===== src/rtl/ct_pkg.sv =====
// Shared types for the corner-turn buffer.
// Assumes exactly two banks (ping-pong); the bank id is one bit.
package ct_pkg;
    localparam int NUM_BANKS = 2;
    typedef logic [NUM_BANKS-1:0] bank_vec_t;
    typedef struct packed {
        logic sop;
        logic eof;
    } rd_flags_t;
endpackage


===== src/rtl/ct_bank.sv =====
// One frame bank: synchronous write, registered synchronous read.
// Assumes writer and reader never address the same bank in one cycle.
module ct_bank #(
    parameter int DATA_W = 32,
    parameter int DEPTH  = 32,
    parameter int AW     = 5
) (
    input  logic              clk,
    input  logic              we,
    input  logic [AW-1:0]     waddr,
    input  logic [DATA_W-1:0] wdata,
    input  logic              re,
    input  logic [AW-1:0]     raddr,
    output logic [DATA_W-1:0] rdata
);
    logic [DATA_W-1:0] mem [DEPTH];

    // Store an accepted sample.
    always_ff @(posedge clk) begin
        if (we) mem[waddr] <= wdata;
    end

    // Fetch a sample into the read register; hold it otherwise.
    always_ff @(posedge clk) begin
        if (re) rdata <= mem[raddr];
    end
endmodule


===== src/rtl/ct_writer.sv =====
// Write side: places each sample at pulse*N_BINS+bin in the current bank,
// counts samples, marks the bank full and switches bank at frame end.
// Assumes indices from the source are in range; stalls while its bank is full.
module ct_writer #(
    parameter int N_PULSES = 4,
    parameter int N_BINS   = 8,
    localparam int PW    = $clog2(N_PULSES),
    localparam int BW    = $clog2(N_BINS),
    localparam int TOTAL = N_PULSES * N_BINS,
    localparam int AW    = $clog2(TOTAL)
) (
    input  logic              clk,
    input  logic              rst_n,
    input  logic              wr_valid,
    input  logic [PW-1:0]     wr_pulse,
    input  logic [BW-1:0]     wr_bin,
    input  ct_pkg::bank_vec_t bank_full,
    output logic              wr_ready,
    output logic              we,
    output logic [AW-1:0]     waddr,
    output logic              wsel,
    output logic              set_full,
    output logic              frame_done
);
    logic [AW-1:0] cnt;
    logic          last;

    // Accept only into a bank that holds no unread frame.
    always_comb begin
        wr_ready = !bank_full[wsel];
        we       = wr_valid && wr_ready;
        waddr    = AW'(wr_pulse) * AW'(N_BINS) + AW'(wr_bin);
        last     = (cnt == AW'(TOTAL - 1));
        set_full = we && last;
    end

    // Count samples, swap bank and flag completion at frame end.
    always_ff @(posedge clk) begin
        if (!rst_n) begin
            cnt        <= '0;
            wsel       <= 1'b0;
            frame_done <= 1'b0;
        end else begin
            frame_done <= set_full;
            if (we) begin
                cnt <= last ? '0 : cnt + 1'b1;
                if (last) wsel <= ~wsel;
            end
        end
    end

    p_idx_range_r2: assert property (@(posedge clk) disable iff (!rst_n)
        wr_valid |-> (int'(wr_pulse) < N_PULSES && int'(wr_bin) < N_BINS));
    p_done_pulse_r6: assert property (@(posedge clk) disable iff (!rst_n)
        frame_done |=> !frame_done);
endmodule


===== src/rtl/ct_reader.sv =====
// Read side: walks a full bank column by column (pulse fastest), one-entry
// output register with valid/ready, releases the bank after its last fetch.
// Assumes the bank it reads was marked full by the writer.
module ct_reader #(
    parameter int N_PULSES = 4,
    parameter int N_BINS   = 8,
    parameter int DATA_W   = 32,
    localparam int PW    = $clog2(N_PULSES),
    localparam int BW    = $clog2(N_BINS),
    localparam int TOTAL = N_PULSES * N_BINS,
    localparam int AW    = $clog2(TOTAL)
) (
    input  logic                                        clk,
    input  logic                                        rst_n,
    input  ct_pkg::bank_vec_t                           bank_full,
    input  logic [ct_pkg::NUM_BANKS-1:0][DATA_W-1:0]    bank_rdata,
    input  logic                                        rd_ready,
    output ct_pkg::bank_vec_t                           re,
    output logic [AW-1:0]                               raddr,
    output logic                                        rsel,
    output logic                                        clr_full,
    output logic                                        rd_valid,
    output logic [DATA_W-1:0]                           rd_data,
    output logic                                        rd_sop,
    output logic                                        rd_eof
);
    logic [PW-1:0]    rp;
    logic [BW-1:0]    rb;
    logic             issue;
    logic             col_end;
    logic             frm_end;
    logic             rsel_q;
    ct_pkg::rd_flags_t flags_q;

    // Fetch when a frame is held and the output register is free or leaving.
    always_comb begin
        issue    = bank_full[rsel] && (!rd_valid || rd_ready);
        col_end  = (rp == PW'(N_PULSES - 1));
        frm_end  = col_end && (rb == BW'(N_BINS - 1));
        raddr    = AW'(rp) * AW'(N_BINS) + AW'(rb);
        clr_full = issue && frm_end;
        for (int i = 0; i < ct_pkg::NUM_BANKS; i++)
            re[i] = issue && (rsel == 1'(i));
        rd_data = bank_rdata[rsel_q];
        rd_sop  = flags_q.sop;
        rd_eof  = flags_q.eof;
    end

    // Advance column-major indices, output valid and flags.
    always_ff @(posedge clk) begin
        if (!rst_n) begin
            rp       <= '0;
            rb       <= '0;
            rsel     <= 1'b0;
            rsel_q   <= 1'b0;
            rd_valid <= 1'b0;
            flags_q  <= '0;
        end else if (issue) begin
            rd_valid    <= 1'b1;
            rsel_q      <= rsel;
            flags_q.sop <= (rp == '0);
            flags_q.eof <= frm_end;
            rp          <= col_end ? '0 : rp + 1'b1;
            if (col_end) rb <= frm_end ? '0 : rb + 1'b1;
            if (frm_end) rsel <= ~rsel;
        end else if (rd_ready) begin
            rd_valid <= 1'b0;
        end
    end

    p_hold_r8: assert property (@(posedge clk) disable iff (!rst_n)
        (rd_valid && !rd_ready) |=> (rd_valid && $stable(rd_data)
                                     && $stable(rd_sop) && $stable(rd_eof)));
    p_sop_after_eof_r4: assert property (@(posedge clk) disable iff (!rst_n)
        (rd_valid && rd_ready && rd_eof) |=> (!rd_valid || rd_sop));
endmodule


===== src/rtl/corner_turn_buffer.sv =====
// Ping-pong corner-turn buffer: pulses written row-wise into one bank while
// the other bank is read out column-wise. Banks swap only when the written
// frame is complete and the read bank has drained.
// Assumes N_PULSES >= 2 and N_BINS >= 2.
module corner_turn_buffer #(
    parameter int N_PULSES = 4,
    parameter int N_BINS   = 8,
    parameter int DATA_W   = 32,
    localparam int PW    = $clog2(N_PULSES),
    localparam int BW    = $clog2(N_BINS),
    localparam int TOTAL = N_PULSES * N_BINS,
    localparam int AW    = $clog2(TOTAL)
) (
    input  logic              clk,
    input  logic              rst_n,
    input  logic              wr_valid,
    output logic              wr_ready,
    input  logic [PW-1:0]     wr_pulse,
    input  logic [BW-1:0]     wr_bin,
    input  logic [DATA_W-1:0] wr_data,
    output logic              wr_frame_done,
    output logic              frame_ready,
    output logic              rd_valid,
    input  logic              rd_ready,
    output logic [DATA_W-1:0] rd_data,
    output logic              rd_sop,
    output logic              rd_eof
);
    ct_pkg::bank_vec_t                           bank_full;
    ct_pkg::bank_vec_t                           re;
    logic [ct_pkg::NUM_BANKS-1:0][DATA_W-1:0]    bank_rdata;
    logic                                        we;
    logic [AW-1:0]                               waddr;
    logic [AW-1:0]                               raddr;
    logic                                        wsel;
    logic                                        rsel;
    logic                                        set_full;
    logic                                        clr_full;

    ct_writer #(.N_PULSES(N_PULSES), .N_BINS(N_BINS)) u_wr (
        .clk(clk), .rst_n(rst_n), .wr_valid(wr_valid), .wr_pulse(wr_pulse),
        .wr_bin(wr_bin), .bank_full(bank_full), .wr_ready(wr_ready), .we(we),
        .waddr(waddr), .wsel(wsel), .set_full(set_full), .frame_done(wr_frame_done)
    );

    ct_reader #(.N_PULSES(N_PULSES), .N_BINS(N_BINS), .DATA_W(DATA_W)) u_rd (
        .clk(clk), .rst_n(rst_n), .bank_full(bank_full), .bank_rdata(bank_rdata),
        .rd_ready(rd_ready), .re(re), .raddr(raddr), .rsel(rsel),
        .clr_full(clr_full), .rd_valid(rd_valid), .rd_data(rd_data),
        .rd_sop(rd_sop), .rd_eof(rd_eof)
    );

    for (genvar g = 0; g < ct_pkg::NUM_BANKS; g++) begin : g_bank
        ct_bank #(.DATA_W(DATA_W), .DEPTH(TOTAL), .AW(AW)) u_bank (
            .clk(clk), .we(we && (wsel == 1'(g))), .waddr(waddr), .wdata(wr_data),
            .re(re[g]), .raddr(raddr), .rdata(bank_rdata[g])
        );
    end

    // Track which banks hold a complete, not yet drained frame.
    always_ff @(posedge clk) begin
        if (!rst_n) begin
            bank_full <= '0;
        end else begin
            for (int i = 0; i < ct_pkg::NUM_BANKS; i++) begin
                if (set_full && wsel == 1'(i)) bank_full[i] <= 1'b1;
                else if (clr_full && rsel == 1'(i)) bank_full[i] <= 1'b0;
            end
        end
    end

    // A frame is offered whenever the reader's bank is complete.
    assign frame_ready = bank_full[rsel];

    p_rd_after_ready_r5: assert property (@(posedge clk) disable iff (!rst_n)
        $rose(rd_valid) |-> $past(frame_ready));
    p_banks_apart_r7: assert property (@(posedge clk) disable iff (!rst_n)
        (wr_ready && frame_ready) |-> (wsel != rsel));
    p_no_write_full_r7: assert property (@(posedge clk) disable iff (!rst_n)
        (bank_full == 2'b11) |-> !wr_ready);
endmodule


===== config.mk =====
export PLATFORM = sky130hd
export DESIGN_NAME = corner_turn_buffer
export DESIGN_NICKNAME = d
export VERILOG_FILES = /design/src/rtl/ct_pkg.sv /design/src/rtl/ct_bank.sv /design/src/rtl/ct_writer.sv /design/src/rtl/ct_reader.sv /design/src/rtl/corner_turn_buffer.sv
export SDC_FILE = /design/constraint.sdc
export NUM_CORES = 2
export LEC_CHECK = 0
export CAP_MARGIN = 10
export CORE_MARGIN = 2
export CORE_UTILIZATION = 55
export DETAILED_ROUTE_END_ITERATION = 10
export DONT_BUFFER_PORTS = 1
export GPL_ROUTABILITY_DRIVEN = 1
export GPL_TIMING_DRIVEN = 1
export PLACE_DENSITY = 0.84
export SLEW_MARGIN = 20
export SYNTH_ARGS = -nofsm -noshare
export SYNTH_HDL_FRONTEND = slang
export SYNTH_SLANG_ARGS = --single-unit

===== constraint.sdc =====
create_clock -name clk -period 3.2 [get_ports clk]
set_input_delay 0.64 -clock clk [delete_from_list [all_inputs] [get_ports clk]]
set_output_delay 0.64 -clock clk [all_outputs]
set_load 0.1 [all_outputs]

## Word-level counts from Yosys, hierarchy flattened

Memory sizes are Yosys's and may differ from the RTL's. A register that Yosys moved wholly into a read port is not among the register bits.
Cells that the tools add are included.

| cells by class | value |
|---|---|
| add/sub/neg operators | 5 |
| multiply operators | 0 |
| divide/modulo/power cells | 0 |
| $lt $le $gt $ge | 3 |
| eq/ne operators | 3 |
| shift-type cells | 0 |
| multiplexer cells | 19 |
| bitwise gates (word level) | 2 |
| reductions and logical operators | 23 |

Operators with widths:

| kind | number |
|---|---|
| $mux 32 | 2 |
| $mux 1 | 14 |
| $logic_and 1x1->1 | 13 |
| $add 5x3->5 | 2 |
| $lt 1x2->1 const B | 3 |
| $reduce_and 2->1 | 3 |
| $reduce_bool 2->1 | 3 |
| $add 5x1->5 const B | 1 |
| $eq 5x5->1 const B | 1 |
| $mux 5 | 1 |
| $add 3x1->3 const B | 1 |
| $eq 3x3->1 const B | 1 |
| $mux 3 | 1 |
| $add 2x1->2 const B | 1 |
| $eq 2x2->1 const B | 1 |
| $logic_not 1->1 | 2 |
| $logic_not 2->1 | 1 |
| $mux 2 | 1 |
| $not 1->1 | 2 |
| $logic_or 1x1->1 | 1 |

| storage, ports and cells | value |
|---|---|
| flip-flop bits (word level) | 19 |
| latch bits | 0 |
| memory bits (writable) | 2048 |
| bits in read-only memories | 0 |
| input bits | 41 |
| output and inout bits | 38 |
| word-level logic and storage cells | 69 |
| memories kept | 2 |

Memory list:

| name | depth | width | rd ports | clocked after Yosys merged registers in | wr ports | RTL line | text |
|---|---|---|---|---|---|---|---|
| g_bank[0].u_bank.mem | 32 | 32 | 1 | 1 | 1 | ct_bank.sv:16 | `logic [DATA_W-1:0] mem [DEPTH];` |
| g_bank[1].u_bank.mem | 32 | 32 | 1 | 1 | 1 | ct_bank.sv:16 |  |

## Longest topological paths before layout

| depth | value |
|---|---|
| depth in word-level cells | 7 |
| depth in mapped cells | 8 |
| gate-level depth less buffers | 6 |

## Hierarchy

A second synthesis with hierarchy kept.

| second synthesis, totals | value |
|---|---|
| cell total of the unflattened synthesis | 4668 |
| area total of the unflattened synthesis | 82989.6 um^2 |

Modules (own cells, without submodules):

| module | times used | cells an instance | area each (um^2) |
|---|---|---|---|
| ct_bank | 2 | 2260 | 40805.4 |
| ct_reader | 1 | 91 | 878.3 |
| ct_writer | 1 | 45 | 395.4 |
| corner_turn_buffer | 1 | 12 | 105.1 |

## Least setup slack after synthesis

Ideal clock, no wire load.

| timing path | value |
|---|---|
| kind | input to register |
| from | in wr_pulse[0] |
| to | mem g_bank[0].u_bank.mem[10][0] (enable) |
| data arrival time | 2829 ps |
| required time | 2779 ps |
| setup slack | -50 ps |
| cell stages on the path | 4 |
| path buffers | 2 |
| path through | clkbuf_1 or3b_2 clkbuf_1 nor2_1 |

| between the ends | value |
|---|---|
| longest elaborated chain between the ends | 1 |

Ends and longest elaborated chain:

| element | RTL line | text |
|---|---|---|
| from (decl) | corner_turn_buffer.sv:18 | `input logic [PW-1:0] wr_pulse,` |
| $add 5x3->5 | ct_writer.sv:32 | `waddr = AW'(wr_pulse) * AW'(N_BINS) + AW'(wr_bin);` |
| to (decl) | ct_bank.sv:16 |  |

No other way between the ends.

## Worst setup path in the final report

| timing path | value |
|---|---|
| from | reg u_rd.rsel_q |
| to | out rd_data[7] |

| between the ends | value |
|---|---|
| longest elaborated chain between the ends | 2 |

Ends and longest elaborated chain:

| element | RTL line | text |
|---|---|---|
| from (decl) | ct_reader.sv:32 | `logic rsel_q;` |
| from (signal assigned) | ct_reader.sv:60 | `rsel_q <= rsel;` |
| $mux 32 (not written as such) (2 in series) | ct_reader.sv:44 | `rd_data = bank_rdata[rsel_q];` |
| to (decl) | corner_turn_buffer.sv:25 | `output logic [DATA_W-1:0] rd_data,` |

No other way between the ends. The select of a mux whose other input is x is not followed.

==> results.sh <==
export IMPL_outcome="complete, but fails checks"
export IMPL_violations="design-rule violations"
export IMPL_fin_crit_ns=2.998
export IMPL_syn_num_nets=3476
export IMPL_hold_viol_final=0
export IMPL_grt_pass1_wl_mm=352.1
export IMPL_holdBufCountCts=34
export IMPL_synth_simple_gate_area_share_pct=1.484
export IMPL_max_clock_freq_mhz=333.6
export IMPL_setup_violations=0
export IMPL_ys_types=52
export IMPL_combinationalPowerShare_pct=1.4
export IMPL_synth_top_family_by_area="multiplexers"
export IMPL_synthMuxAreaShare_pct=15.45
export IMPL_synth_main_ff_cell="edfxtp_1"
export IMPL_grt_busiest_layer="met2"
export IMPL_ios=79
export IMPL_gp_congestion=0.7979
export IMPL_grt_pass1_vias=44017
export IMPL_switching_share_pct=21.14
export IMPL_peakVddDrop_mv=0.6567
export IMPL_cts_made_buffers=196
export IMPL_portBuffers=0
export IMPL_synth_xor_area_share_pct=0.02170
export IMPL_yosysSeqAreaShare_pct=79.05
export IMPL_dieHeight_microns=387.1
export IMPL_tightestPinTransition_ns=1.025
export IMPL_synth_async_reset_ratio_pct=0
export IMPL_yosysWarnings=0
export IMPL_utilization_pct=63.24
export IMPL_syn2layout_area_growth_pct=14.20
export IMPL_layout_drive_gt1_share_pct=24.84
export IMPL_fin_nets=3715
export IMPL_antenna_found_initial=8
export IMPL_post_route_period_util_pct=93.68
export IMPL_end_kind="output port"
export IMPL_die_area_sq_um=149800
export IMPL_cp_start_kind="flop"
export IMPL_maxSlewViolCount=0
export IMPL_synth_adder_area_share_pct=0.09302
export IMPL_critPathRequiredTime_ns=2.56
export IMPL_routed_wl_mm=256.9
export IMPL_p_seq_share_pct=55.7
export IMPL_clkLatencyLatePin_ns=0.87
export IMPL_ys_ff_latch=2131
export IMPL_cts_num_sinks=2131
export IMPL_critical_path_arrival_ns=2.36
export IMPL_met3_usage_pct=11.41
export IMPL_syn_cell_area_sq_um=80710
export IMPL_holdCritPathClass="input pin to flop"
export IMPL_synth_edf_count=2112
export IMPL_synth_compound_area_share_pct=2.284
export IMPL_fin_skew_ns=0.05078
export IMPL_syn_inst=3429
export IMPL_post_cts_buffers=0
export IMPL_grtUsageTotal_pct=34.27
export IMPL_rsz0062_at_grt="false"
export IMPL_drtIter0Drc=8632
export IMPL_drc=2
export IMPL_viasPerCell=7.617
export IMPL_fp_dieW_microns=387.1
export IMPL_leakage_nw=27.87
export IMPL_core_sq_um=145700
export IMPL_synth_avg_cell_area_sq_um=23.54
export IMPL_holdPathStages=3
export IMPL_power_switching_w=0.01168
export IMPL_grt_overflow_total=0
export IMPL_dpl_cell_count=5353
export IMPL_p_total_w=0.05524
export IMPL_first_pass_iters=11
export IMPL_h_tree_depth=4
export IMPL_antenna_left=0
export IMPL_cts_root_buf="clkbuf_16"
export IMPL_clockBufferDepth=3
export IMPL_pwr_share_clk_pct=42.9
export IMPL_finalSetupTns_ns=0
export IMPL_final_cell_count_no_fill=5749
export IMPL_start_util_pct=55.38
export IMPL_cap_violations=0
export IMPL_grt_max_degree=67
export IMPL_num_vias=43790
export IMPL_critPathMaxFanout=33
export IMPL_critPathKind="flop to output port"
export IMPL_ctsResizeCount=0
export IMPL_slew_headroom_pct=31.61
export IMPL_wire_per_inst_microns=44.68
export IMPL_grt_use_met2_pct=52.59
export IMPL_power_density_nw_per_um2=599.4
export IMPL_grt_use_met1_pct=41.49
export IMPL_fp_row_count=140
export IMPL_tritoncts="built"
export IMPL_ff2ff_path_depth=5
export IMPL_dp_hpwl_mm=113.7
export IMPL_clk_pin_slew_ns=0.06
export IMPL_p_int_w=0.04357
[layer usage]
metal | vias to the layer above | part of all wire, %
met3 | 1358 | 16
li1 | 15395 | -
met5 | - | 0.059
met2 | 5308 | 46
met4 | 12 | 8.7
met1 | 21717 | 29
[per-stage QoR]
step                setup slack, ns  hold WS (ns)  cell area [sq um]
floorplan                  -0.04969        0.4406              80710
finish                       0.2022       0.05048              92170
global route                 0.2072       0.06213              92160
detailed placement           0.5519        0.4671              85080
global placement             0.6704        0.4467              85080
CTS                          0.2723       0.02567              92160
[cell families (layout without fill, tap and decap cells)]
group	Yosys count	count (layout)
AOI/OAI and AO/OA	291	291
xor gates and xnor gates	2	2
adders and majority gates	6	6
buffers and inverters	190	589
DFF	2131	2131
muxes	581	581
other	0	4
and+or+nand+nor	228	228
[power groups by stage]
stage / combinational, W / clock [W] / sequential (W)
CTS: 0.000726 / 0.0234 / 0.0308
floorplan: 0.0000908 / 0 / 0.0314
global placement: 0.000203 / 0 / 0.0314
detailed placement: 0.000211 / 0 / 0.0314
finish: 0.000770 / 0.0237 / 0.0308
global route: 0.000784 / 0.0245 / 0.0308
[critical path: stages, from the launching register on]
cell	delay, ns
dfxtp_2	0.34
buf_12	0.33
mux2_2	0.79
[state kept, by name (all words and copies together) (netlist names)]
signal,cells
g_bank.u_bank.rdata,64
u_rd.rd_sop,1
u_rd.rd_eof,1
u_wr.wsel,1
bank_full,2
u_wr.cnt,5
u_rd.rsel_q,1
u_rd.rd_valid,1
u_rd.rp,2
u_rd.rb,3
u_wr.frame_done,1
u_rd.rsel,1
g_bank.u_bank.mem,2048
[final timing paths]
kind | to | slack (ns) | from
max | rd_data[7] | 0.20 | u_rd.rsel_q
min reg2reg | u_wr.cnt[4] | 0.47 | u_wr.cnt[4]
max reg2reg | g_bank[1].u_bank.rdata[20] | 0.38 | u_rd.rb[2]
min | u_wr.cnt[4] | 0.05 | wr_valid
[synth_stat cells (2+ instances only)]
library cell  count  share of area (%)
edfxtp_1       2112                 79
buf_1             2             0.0093
nor2_1           86               0.40
a31oi_1           6              0.047
nand3b_1          3              0.028
o21ai_0           2              0.012
nand4_1           2              0.016
clkbuf_4         13               0.12
buf_2            68               0.42
nor2b_1           4              0.031
nand2b_1          3              0.023
mux2i_1          68               0.84
nand3_1          21               0.13
a22oi_1          16               0.15
o22ai_1         240                1.9
dfxtp_1          19               0.47
ha_1              6              0.093
nor3b_1           2              0.019
mux2_2           32               0.45
buf_8             4              0.074
inv_1             2             0.0093
nor4_2           10               0.16
clkbuf_1         40               0.19
nor4_1           50               0.39
nor3_1            7              0.043
or3_1             2              0.016
buf_6            50               0.70
buf_4             9              0.084
nand2_1          27               0.13
mux4_2          318                8.9
mux4_1          162                5.3
a22o_1            8              0.087
a21oi_1          16              0.099
[cell type report]
type,instances,area (sq um)
Clock inverter,129,1119
Multi-Input combinational cell,1108,16190
Fill cell,8572,53570
Sequential cell,2131,63810
Tap cell,1917,2399
Clock buffer,229,5071
Timing Repair Buffer,227,3561
Inverter,4,15.01
Antenna cell,4,10.01
[placed cells by master, fill, tap and decap left out, types with 8 or more instances in the layout]
cell,count
a22o_1,8
nand3_1,17
nand2_1,25
buf_12,100
nor4_2,10
mux4_1,162
bufinv_16,16
nor2_1,20
clkinv_1,46
dfxtp_1,16
buf_4,95
mux4_2,318
nor4_1,50
inv_6,10
clkbuf_1,31
buf_16,30
a21oi_1,16
edfxtp_1,2112
mux2i_1,68
nor2_4,66
o22ai_1,240
clkinv_2,42
mux2_2,32
clkbuf_16,198
a22oi_1,16
(Power assumes the default switching activity.)
